[config.mk]
export PLATFORM = sky130hd
export DESIGN_NAME = clk_disp_fmt
export DESIGN_NICKNAME = d
export VERILOG_FILES = /design/src/rtl/clk_fmt_pkg.sv /design/src/rtl/clk_fmt_mode_dec.sv /design/src/rtl/clk_fmt_digit.sv /design/src/rtl/clk_disp_fmt.sv
export SDC_FILE = /design/constraint.sdc
export NUM_CORES = 1
export LEC_CHECK = 0
export BUFFER_PORTS_ARGS = -buffer_cell sky130_fd_sc_hd__buf_4
export CORE_ASPECT_RATIO = 1.2
export CORE_MARGIN = 2
export CORE_UTILIZATION = 36
export DETAILED_ROUTE_END_ITERATION = 12
export GPL_ROUTABILITY_DRIVEN = 0
export PLACE_DENSITY = 0.95
export RECOVER_POWER = 25
export SLEW_MARGIN = 40
export SYNTH_ARGS = -nofsm -noshare
export SYNTH_HDL_FRONTEND = slang
export SYNTH_SLANG_ARGS = --single-unit
[constraint.sdc]
create_clock -name vclk -period 5.7
set_input_delay 0.285 -clock vclk [all_inputs]
set_output_delay 0.285 -clock vclk [all_outputs]
set_load 0.1 [all_outputs]
[src/rtl/clk_fmt_pkg.sv]
package clk_fmt_pkg;

    localparam int CHAR_W = 8;
    localparam int MODE_W = 6;

    localparam logic [CHAR_W-1:0] CH_SPACE = 8'h20;
    localparam logic [CHAR_W-1:0] CH_ZERO  = 8'h30;
    localparam logic [CHAR_W-1:0] CH_ONE   = 8'h31;
    localparam logic [CHAR_W-1:0] CH_COLON = 8'h3A;
    localparam logic [CHAR_W-1:0] CH_A     = 8'h41;
    localparam logic [CHAR_W-1:0] CH_P     = 8'h50;
    localparam logic [CHAR_W-1:0] CH_M     = 8'h4D;

    // bit positions inside the one-hot mode vector
    localparam int MB_INIT  = 0;
    localparam int MB_APSET = 1;
    localparam int MB_HRSET = 2;
    localparam int MB_MTSET = 3;
    localparam int MB_MUSET = 4;
    localparam int MB_NORM  = 5;

    typedef struct packed {
        logic ap;     // marker characters hidden
        logic hr;     // hour characters hidden
        logic mt;     // minute tens hidden
        logic mu;     // minute units hidden
        logic secs;   // colon and seconds blanked
    } hide_t;

endpackage

[src/rtl/clk_fmt_mode_dec.sv]
module clk_fmt_mode_dec
    import clk_fmt_pkg::*;
#(
    parameter int MW = MODE_W
) (
    input  logic [MW-1:0] mode_i,
    input  logic          blink_on_i,
    output hide_t         hide_o
);

    logic [MW-1:0] mode_eff_d;
    hide_t         hide_d;

    always_comb begin
        // anything other than exactly one bit falls back to normal
        if ($onehot(mode_i)) mode_eff_d = mode_i;
        else begin
            mode_eff_d          = '0;
            mode_eff_d[MB_NORM] = 1'b1;
        end

        hide_d.ap   = !blink_on_i && (mode_eff_d[MB_INIT] || mode_eff_d[MB_APSET]);
        hide_d.hr   = !blink_on_i && (mode_eff_d[MB_INIT] || mode_eff_d[MB_HRSET]);
        hide_d.mt   = !blink_on_i && (mode_eff_d[MB_INIT] || mode_eff_d[MB_MTSET]);
        hide_d.mu   = !blink_on_i && (mode_eff_d[MB_INIT] || mode_eff_d[MB_MUSET]);
        hide_d.secs = !mode_eff_d[MB_NORM];
    end

    assign hide_o = hide_d;

endmodule

[src/rtl/clk_fmt_digit.sv]
module clk_fmt_digit
    import clk_fmt_pkg::*;
#(
    parameter int VW = 4
) (
    input  logic [VW-1:0]     val_i,
    input  logic              hide_i,
    output logic [CHAR_W-1:0] char_o
);

    localparam int PAD_W = CHAR_W - VW;

    always_comb begin
        if (hide_i) char_o = CH_SPACE;
        else        char_o = CH_ZERO + {{PAD_W{1'b0}}, val_i};
    end

endmodule

[src/rtl/clk_disp_fmt.sv]
module clk_disp_fmt
    import clk_fmt_pkg::*;
#(
    parameter int DIG_W  = 4,
    parameter int TENS_W = 3
) (
    input  logic [MODE_W-1:0] mode_i,
    input  logic              blink_on_i,
    input  logic              ampm_i,
    input  logic              hour_tens_i,
    input  logic [DIG_W-1:0]  hour_units_i,
    input  logic [TENS_W-1:0] min_tens_i,
    input  logic [DIG_W-1:0]  min_units_i,
    input  logic [TENS_W-1:0] sec_tens_i,
    input  logic [DIG_W-1:0]  sec_units_i,
    output logic [CHAR_W-1:0] ch_ap_o,
    output logic [CHAR_W-1:0] ch_m_o,
    output logic [CHAR_W-1:0] ch_hr_tens_o,
    output logic [CHAR_W-1:0] ch_hr_units_o,
    output logic [CHAR_W-1:0] ch_mn_tens_o,
    output logic [CHAR_W-1:0] ch_mn_units_o,
    output logic [CHAR_W-1:0] ch_colon_o,
    output logic [CHAR_W-1:0] ch_sc_tens_o,
    output logic [CHAR_W-1:0] ch_sc_units_o
);

    localparam int NDIG   = 5;
    localparam int TPAD_W = DIG_W - TENS_W;

    hide_t hide_d;

    clk_fmt_mode_dec #(.MW(MODE_W)) u_dec (
        .mode_i     (mode_i),
        .blink_on_i (blink_on_i),
        .hide_o     (hide_d)
    );

    // digit lanes: 0 hr units, 1 min tens, 2 min units, 3 sec tens, 4 sec units
    logic [DIG_W-1:0]  dig_val_d  [NDIG];
    logic              dig_hide_d [NDIG];
    logic [CHAR_W-1:0] dig_char_d [NDIG];

    always_comb begin
        dig_val_d[0]  = hour_units_i;
        dig_val_d[1]  = {{TPAD_W{1'b0}}, min_tens_i};
        dig_val_d[2]  = min_units_i;
        dig_val_d[3]  = {{TPAD_W{1'b0}}, sec_tens_i};
        dig_val_d[4]  = sec_units_i;
        dig_hide_d[0] = hide_d.hr;
        dig_hide_d[1] = hide_d.mt;
        dig_hide_d[2] = hide_d.mu;
        dig_hide_d[3] = hide_d.secs;
        dig_hide_d[4] = hide_d.secs;
    end

    for (genvar gi = 0; gi < NDIG; gi++) begin : g_dig
        clk_fmt_digit #(.VW(DIG_W)) u_dig (
            .val_i  (dig_val_d[gi]),
            .hide_i (dig_hide_d[gi]),
            .char_o (dig_char_d[gi])
        );
    end

    always_comb begin
        ch_ap_o       = hide_d.ap ? CH_SPACE : (ampm_i ? CH_P : CH_A);
        ch_m_o        = hide_d.ap ? CH_SPACE : CH_M;
        ch_hr_tens_o  = (hide_d.hr || !hour_tens_i) ? CH_SPACE : CH_ONE;
        ch_colon_o    = hide_d.secs ? CH_SPACE : CH_COLON;
        ch_hr_units_o = dig_char_d[0];
        ch_mn_tens_o  = dig_char_d[1];
        ch_mn_units_o = dig_char_d[2];
        ch_sc_tens_o  = dig_char_d[3];
        ch_sc_units_o = dig_char_d[4];
    end

endmodule

Yosys cells after proc, flatten, opt, wreduce, memory -nomap -nowiden
Index checks and enable logic that the tools add are counted.
{"block": "classes", "reduce_logical": 11, "add_sub_neg": 10, "muxes": 11, "n_eq_ne": 1}
{"operator": "$mux W8", "n": 5}
{"operator": "$add A6 B4 Y7 const A", "n": 3}
{"operator": "$mux W5", "n": 3}
{"operator": "$add A6 B3 Y7 const A", "n": 2}
{"operator": "$mux W7", "n": 2}
{"operator": "$add A1 B1 Y2", "n": 3}
{"operator": "$add A3 B3 Y3", "n": 2}
{"operator": "$mux W6", "n": 1}
{"operator": "$logic_or A1 B1 Y1", "n": 5}
{"operator": "$logic_and A1 B1 Y1", "n": 4}
{"operator": "$eq A3 B1 Y1 const B", "n": 1}
{"operator": "$logic_not A1 Y1", "n": 2}
{"block": "totals", "output_inout_bits": 72, "regBits": 0, "input_bits": 27, "wordCells": 33}

Depth between registers and ports, before layout
Gate-level depths: netlist of run 1.
{"block": "logic_depth", "word_depth": 9, "ltp_mapped": 9, "depth_no_buf": 7}

Hierarchy
From an unflattened synthesis of run 1, not the netlist that was laid out.
{"block": "unflattened", "hier_cells": 93, "hier_area_um2": 655.6}
{"mod": "clk_fmt_digit", "cells_per_inst": 10, "area_per_inst_um2": 58.8, "instances": 5, "seq_area_each_um2": 0.0}
{"mod": "clk_disp_fmt", "cells_per_inst": 33, "area_per_inst_um2": 226.5, "instances": 1, "seq_area_each_um2": 0.0}
{"mod": "clk_fmt_mode_dec", "cells_per_inst": 10, "area_per_inst_um2": 135.1, "instances": 1, "seq_area_each_um2": 0.0}

Worst setup path after synthesis of run 1
Ideal clock, no wire load.
{"block": "synth_path", "kind": "input to output", "from": "in mode_i[4]", "to": "out ch_hr_tens_o[4]", "path_slack_ns": 1.789, "path_stages": 6, "arrival_time_ns": 3.626, "n_path_buf": 1, "t_required_ns": 5.415, "path_cell_list": "ha_1 > fa_1 > ha_1 > nor2_4 > a31oi_1 > buf_4"}
{"block": "synth_between", "elab_chain_len": 8}
{"item": "start, declared", "line": "clk_disp_fmt.sv:7", "source": "input logic [MODE_W-1:0] mode_i,"}
{"item": "$add A1 B1 Y2 (implied by the code)", "line": "clk_fmt_mode_dec.sv:16", "source": "if ($onehot(mode_i)) mode_eff_d = mode_i;"}
{"item": "$add A3 B3 Y3 (implied by the code)", "line": "clk_fmt_mode_dec.sv:16"}
{"item": "$eq A3 B1 Y1", "line": "clk_fmt_mode_dec.sv:16"}
{"item": "$mux W6", "line": "clk_fmt_mode_dec.sv:16"}
{"item": "$logic_or A1 B1 Y1", "line": "clk_fmt_mode_dec.sv:23", "source": "hide_d.hr = !blink_on_i && (mode_eff_d[MB_INIT] || mode_eff_d[MB_HRSET]);"}
{"item": "$logic_and A1 B1 Y1", "line": "clk_fmt_mode_dec.sv:23"}
{"item": "$logic_or A1 B1 Y1", "line": "clk_disp_fmt.sv:67", "source": "ch_hr_tens_o = (hide_d.hr || !hour_tens_i) ? CH_SPACE : CH_ONE;"}
{"item": "$mux W5", "line": "clk_disp_fmt.sv:67"}
{"item": "end, declared", "line": "clk_disp_fmt.sv:18", "source": "output logic [CHAR_W-1:0] ch_hr_tens_o,"}
Every way passes these cells.

Worst setup path after layout of run 1
{"block": "layout_path", "from": "in mode_i[4]", "to": "out ch_m_o[3]"}
{"block": "layout_between", "elab_chain_len": 7}
{"item": "$add A1 B1 Y2 (implied by the code)", "line": "clk_fmt_mode_dec.sv:16"}
{"item": "$add A3 B3 Y3 (implied by the code)", "line": "clk_fmt_mode_dec.sv:16"}
{"item": "$eq A3 B1 Y1", "line": "clk_fmt_mode_dec.sv:16"}
{"item": "$mux W6", "line": "clk_fmt_mode_dec.sv:16"}
{"item": "$logic_or A1 B1 Y1", "line": "clk_fmt_mode_dec.sv:22", "source": "hide_d.ap = !blink_on_i && (mode_eff_d[MB_INIT] || mode_eff_d[MB_APSET]);"}
{"item": "$logic_and A1 B1 Y1", "line": "clk_fmt_mode_dec.sv:22"}
{"item": "$mux W7", "line": "clk_disp_fmt.sv:66", "source": "ch_m_o = hide_d.ap ? CH_SPACE : CH_M;"}
{"item": "end, declared", "line": "clk_disp_fmt.sv:17", "source": "output logic [CHAR_W-1:0] ch_m_o,"}
Every way passes these cells.

==> out/qor.yml, run 1 <==
sta:
  fin_tns_setup_ns: 0
  fmax_mhz: 266
  period_share: 0.660
  drv_slew: 28
  finalHoldViolations: 0
  tightest_slew_ns: 1.78
  period_minus_slack_ns: 3.76
  slew_headroom: -0.198
  rsz0062_at_grt: "false"
  setup_violations: 0
clocking:
  cts_resized: 0
  cts_setup_buffers: 0
  hold_buffers: 0
yosys:
  ys_warn_count: 0
  syn_area_um2: 774
  syn_inst: 107
  ys_types: 17
  synth-seq-area-share: 0
  syn_area_per_cell_um2: 7.24
power:
  peakVddDrop_mv: 0.214
  powerDensity_nw_per_um2: 437
  p_leak_uw: 0.000591
cells_and_area:
  layout-drive-gt1-share: 0.397
  multiInputGateArea_um2: 462
  seq_area_um2: 0
  design_area_um2: 1010
  diodes: 0
  area_growth_pct: 30.9
  fillers: 223
  fin_nets: 191
  utilization: 0.495
  clock_buffers: 0
  seq_cell_count: 0
floorplanning:
  dieArea_um2: 2540
  row_count: 18
  io_pins: 99
  die_x_um: 46.3
  start_util: 0.378
  die_h_um: 54.8
  core_area_um2: 2050
critical_path:
  worstPathArrival_ns: 3.48
  crit_required_ns: 5.41
  startpoint_type: "input pin"
  critPathKind: "in2out"
  critPathCaptureType: "output pin"
  worstPathMaxFanout: 27
global_routing:
  grt_pass1_wl_um: 2060
  gr-usage-all-layers: 0.106
  antenna_found_initial: 0
  grt_pass1_vias: 478
  grt_max_degree: 28
  overflow: 0
placed_design:
  portBuffers: 64
  dp.final_hpwl_um: 1450
  dpl_cell_area_um2: 1060
drt:
  drc_errors: 0
  wl_per_cell_um: 9.10
  drt_wl_total_um: 1690
  ant_nets: 0
  drt_iter0_markers: 10
  vias: 757
  via_per_inst: 4.07
  drtPass1Iterations: 4
run_status:
  failed_checks: "capacitance limit, slew limit"
  outcome: "complete, but fails checks"
hold_path:
  hold_depth: 4
  holdCritPathClass: "in2out"
job:
  maxCapViolCount: 1
routing by layer:
metal	up-vias	global-route usage	routed length, µm
met5	-	0	0
met4	0	0.0143	22
met3	2	0.00990	219
met2	59	0.215	875
met1	327	0.117	576
li1	369	-	-
critical path, stage by stage:
cell and delay [ns]:
buf_4 0.12, ha_1 0.21, fa_1 0.48, ha_1 0.22
xnor2_1 1.36, nand3_1 0.40, buf_4 0.39
cell type report:
| class | instances | share of cell area |
|---|---|---|
| multi-input cells | 75 | 0.456 |
| repair buffers | 64 | 0.444 |
| inverters | 17 | 0.0630 |
| well taps | 30 | 0.0370 |
stage by stage:
stage	total power (µW)	instances	setup WS (ns)	hold slack (ns)
after floorplan	417	140	1.79	0.906
after global placement	447	186	2.66	0.915
after CTS	453	186	2.90	0.914
after global routing	457	186	1.61	0.988
after detailed placement	452	186	2.89	0.913
final	443	186	1.94	0.969
Yosys cell counts, drive strengths merged:
library cell | number | share of area
ha | 4 | 0.065
o21ba | 4 | 0.052
xnor2 | 1 | 0.021
fa | 2 | 0.052
conb | 2 | 0.0097
nor2 | 1 | 0.015
nor3 | 1 | 0.013
and3 | 1 | 0.0081
a31oi | 14 | 0.11
inv | 17 | 0.082
nand2 | 1 | 0.0048
a21boi | 7 | 0.068
buf | 48 | 0.47
nand3 | 4 | 0.026
logic make-up (layout without fill, tap and decap cells):
group	Yosys count	after routing	share of synthesized area
XOR/XNOR	1	1	0.0210
AO/OA/AOI/OAI	25	25	0.233
buffers and inverters	65	81	0.554
other	2	35	0.00970
adder cells (fa/ha/maj)	6	6	0.116
AND/OR/NAND/NOR	8	8	0.0662
report_power, final:
| group | internal [µW] | switching [µW] |
|---|---|---|
| sequential | 0 | 0 |
| clock | 0 | 0 |
| combinational | 62.8 | 380 |
| total | 62.8 | 380 |
placed cells by master (no fill, tap or decap), drive strengths merged:
master and instances:
clkbuf 8, a21boi 7, nor3 1, buf 56, ha 4, conb 35, inv 17, xnor2 1
a31oi 14, nand3 4, fa 2, nor2 1, o21ba 4, nand2 1, and3 1
worst paths after layout:
| path | start | endpoint | slack, ns |
|---|---|---|---|
| worst min-delay path | hour_units_i[1] | ch_hr_units_o[1] | 0.97 |
| worst max-delay path | mode_i[4] | ch_m_o[3] | 1.94 |
No activity file was read; power rests on OpenSTA's default activity.
==> run 2, diff against run 1 <==
- CORE_UTILIZATION: 36 -> 34
- PLACE_DENSITY: 0.95 -> 0.91
- clock period: 5.7 -> 3.5 ns (I/O delays scaled with it)
==> run 2 against run 1 <==
Against the previous run: via count decreased by 1.3%; non-clock buffer count rose by 1; power is 64% higher; global-route usage increased by 0.57 points; cell area is 2.2% higher; utilization fell by 0.51 points; clock-buffer cell count stayed put; final cell count rose by 0.54%; largest power group unchanged; the run now ends clean; combinational power grew 64%; worst setup slack worse by 1.2 ns; sequential cell count did not move.
==> out/qor.yml, run 2 (synthesized netlist as in run 1, its figures left out) <==
run_status:
  outcome: "finished, final reports clean"  # was complete, but fails checks
clocking:
  cts_setup_buffers: 0  # unchanged
  hold_buffers: 0  # unchanged
  cts_resized: 0  # unchanged
global_routing:
  overflow: 0  # unchanged
  gr-usage-all-layers: 0.112  # was 0.106
  grt_pass1_wl_um: 2380  # was 2060 µm
  antenna_found_initial: 0  # unchanged
  grt_pass1_vias: 602  # was 478
  grt_max_degree: 20  # was 28
drt:
  vias: 747  # was 757
  via_per_inst: 3.99  # was 4.07
  wl_per_cell_um: 9.62  # was 9.10 µm
  drtPass1Iterations: 2  # was 4
  drt_iter0_markers: 3  # was 10
  ant_nets: 0  # unchanged
  drt_wl_total_um: 1800  # was 1690 µm
  drc_errors: 0  # unchanged
critical_path:
  critPathKind: "in2out"  # unchanged
  worstPathMaxFanout: 17  # was 27
  startpoint_type: "input pin"  # unchanged
  crit_required_ns: 3.32  # was 5.41 ns
  worstPathArrival_ns: 2.57  # was 3.48 ns
  critPathCaptureType: "output pin"  # unchanged
floorplanning:
  die_h_um: 56.3  # was 54.8 µm
  dieArea_um2: 2680  # was 2540 µm²
  core_area_um2: 2120  # was 2050 µm²
  start_util: 0.366  # was 0.378
  row_count: 18  # unchanged
  die_x_um: 47.6  # was 46.3 µm
  io_pins: 99  # unchanged
hold_path:
  holdCritPathClass: "in2out"  # unchanged
cells_and_area:
  layout_commonest_cell: "buf_4"  # unchanged
  seq_cell_count: 0  # unchanged
  area_growth_pct: 33.8  # was 30.9%
  utilization: 0.489  # was 0.495
  diodes: 0  # unchanged
  layout_common_cells: "buf_4, conb_1, inv_1"  # unchanged
  fin_nets: 192  # was 191
  stdcell_count: 187  # was 186
  seq_area_um2: 0  # unchanged
  clock_buffers: 0  # unchanged
  layout-drive-gt1-share: 0.427  # was 0.397
power:
  peakVddDrop_mv: 0.358  # was 0.214 mV
  p_leak_uw: 0.000607  # was 0.000591 µW
  powerDensity_nw_per_um2: 703  # was 437 nW/µm²
sta:
  period_minus_slack_ns: 2.75
  slew_headroom: 0.225  # was -0.198
  tightest_slew_ns: 1.17  # was 1.78 ns
  finalHoldViolations: 0  # unchanged
  period_share: 0.786
  drv_slew: 0  # was 28
  setup_violations: 0  # unchanged
  fmax_mhz: 364
  rsz0062_at_grt: "false"  # unchanged
placed_design:
  portBuffers: 64  # unchanged
  dp_cells: 187  # was 186
  dp.final_hpwl_um: 1580  # was 1450 µm
job:
  maxCapViolCount: 0  # was 1
==> run 2: cell types whose count changed in the layout (fill, tap and decap cells not counted) <==
cell | before | now
xnor2_1 | 1 | 0
nor3_1 | 0 | 1
a31oi_2 | 0 | 1
xnor2_2 | 0 | 1
nor3_2 | 1 | 0
buf_4 | 56 | 58
clkbuf_1 | 8 | 5
a31oi_1 | 14 | 13
clkbuf_2 | 0 | 2
==> run 2: worst max-delay path, stage by stage <==
cell and delay [ns]:
buf_4 0.12, ha_1 0.21, fa_1 0.48, ha_1 0.24
xnor2_2 0.27, a31oi_1 0.20, clkbuf_1 0.88
==> run 2: worst paths after layout <==
path / start / end / slack [ns] / cells past startpoint
max: mode_i[4] / ch_hr_units_o[0] / 0.75 / 7
min: ampm_i / ch_ap_o[0] / 0.69 / 3
==> run 2: routing by layer <==
metal / vias up / track usage / share of wire / wire length [µm]
met5: - / 0 / 0 / 0
met4: 0 / 0 / 0 / 0
met3: 0 / 0.0129 / 0.15 / 270
met2: 56 / 0.237 / 0.53 / 959
met1: 322 / 0.111 / 0.32 / 569
li1: 369 / - / - / -
==> run 2: metrics by stage <==
| stage | worst slack [ns] | power [µW] | instance area, µm² | hold slack (ns) | setup TNS, ns |
|---|---|---|---|---|---|
| after detailed placement | 0.913 | 738 | 1060 | 0.692 | 0 |
| final | 0.750 | 728 | 1040 | 0.691 | 0 |
| after CTS | 0.923 | 738 | 1060 | 0.693 | 0 |
| after global placement | 0.970 | 733 | 1060 | 0.693 | 0 |
| after global routing | 0.603 | 750 | 1040 | 0.710 | 0 |
| after floorplan | -0.167 | 681 | 905 | 0.600 | -1.00 |
==> run 2: area by class of cell <==
class / instances / area (µm²)
timing repair buffer: 65 / 464
inverter: 17 / 63.8
tap: 30 / 37.5
multi-input combinational: 75 / 470
fill: 243 / 1080
==> run 2: report_power, final <==
group | switching [µW] | internal [µW]
clock | 0 | 0
combinational | 620 | 108
sequential | 0 | 0
total | 620 | 108
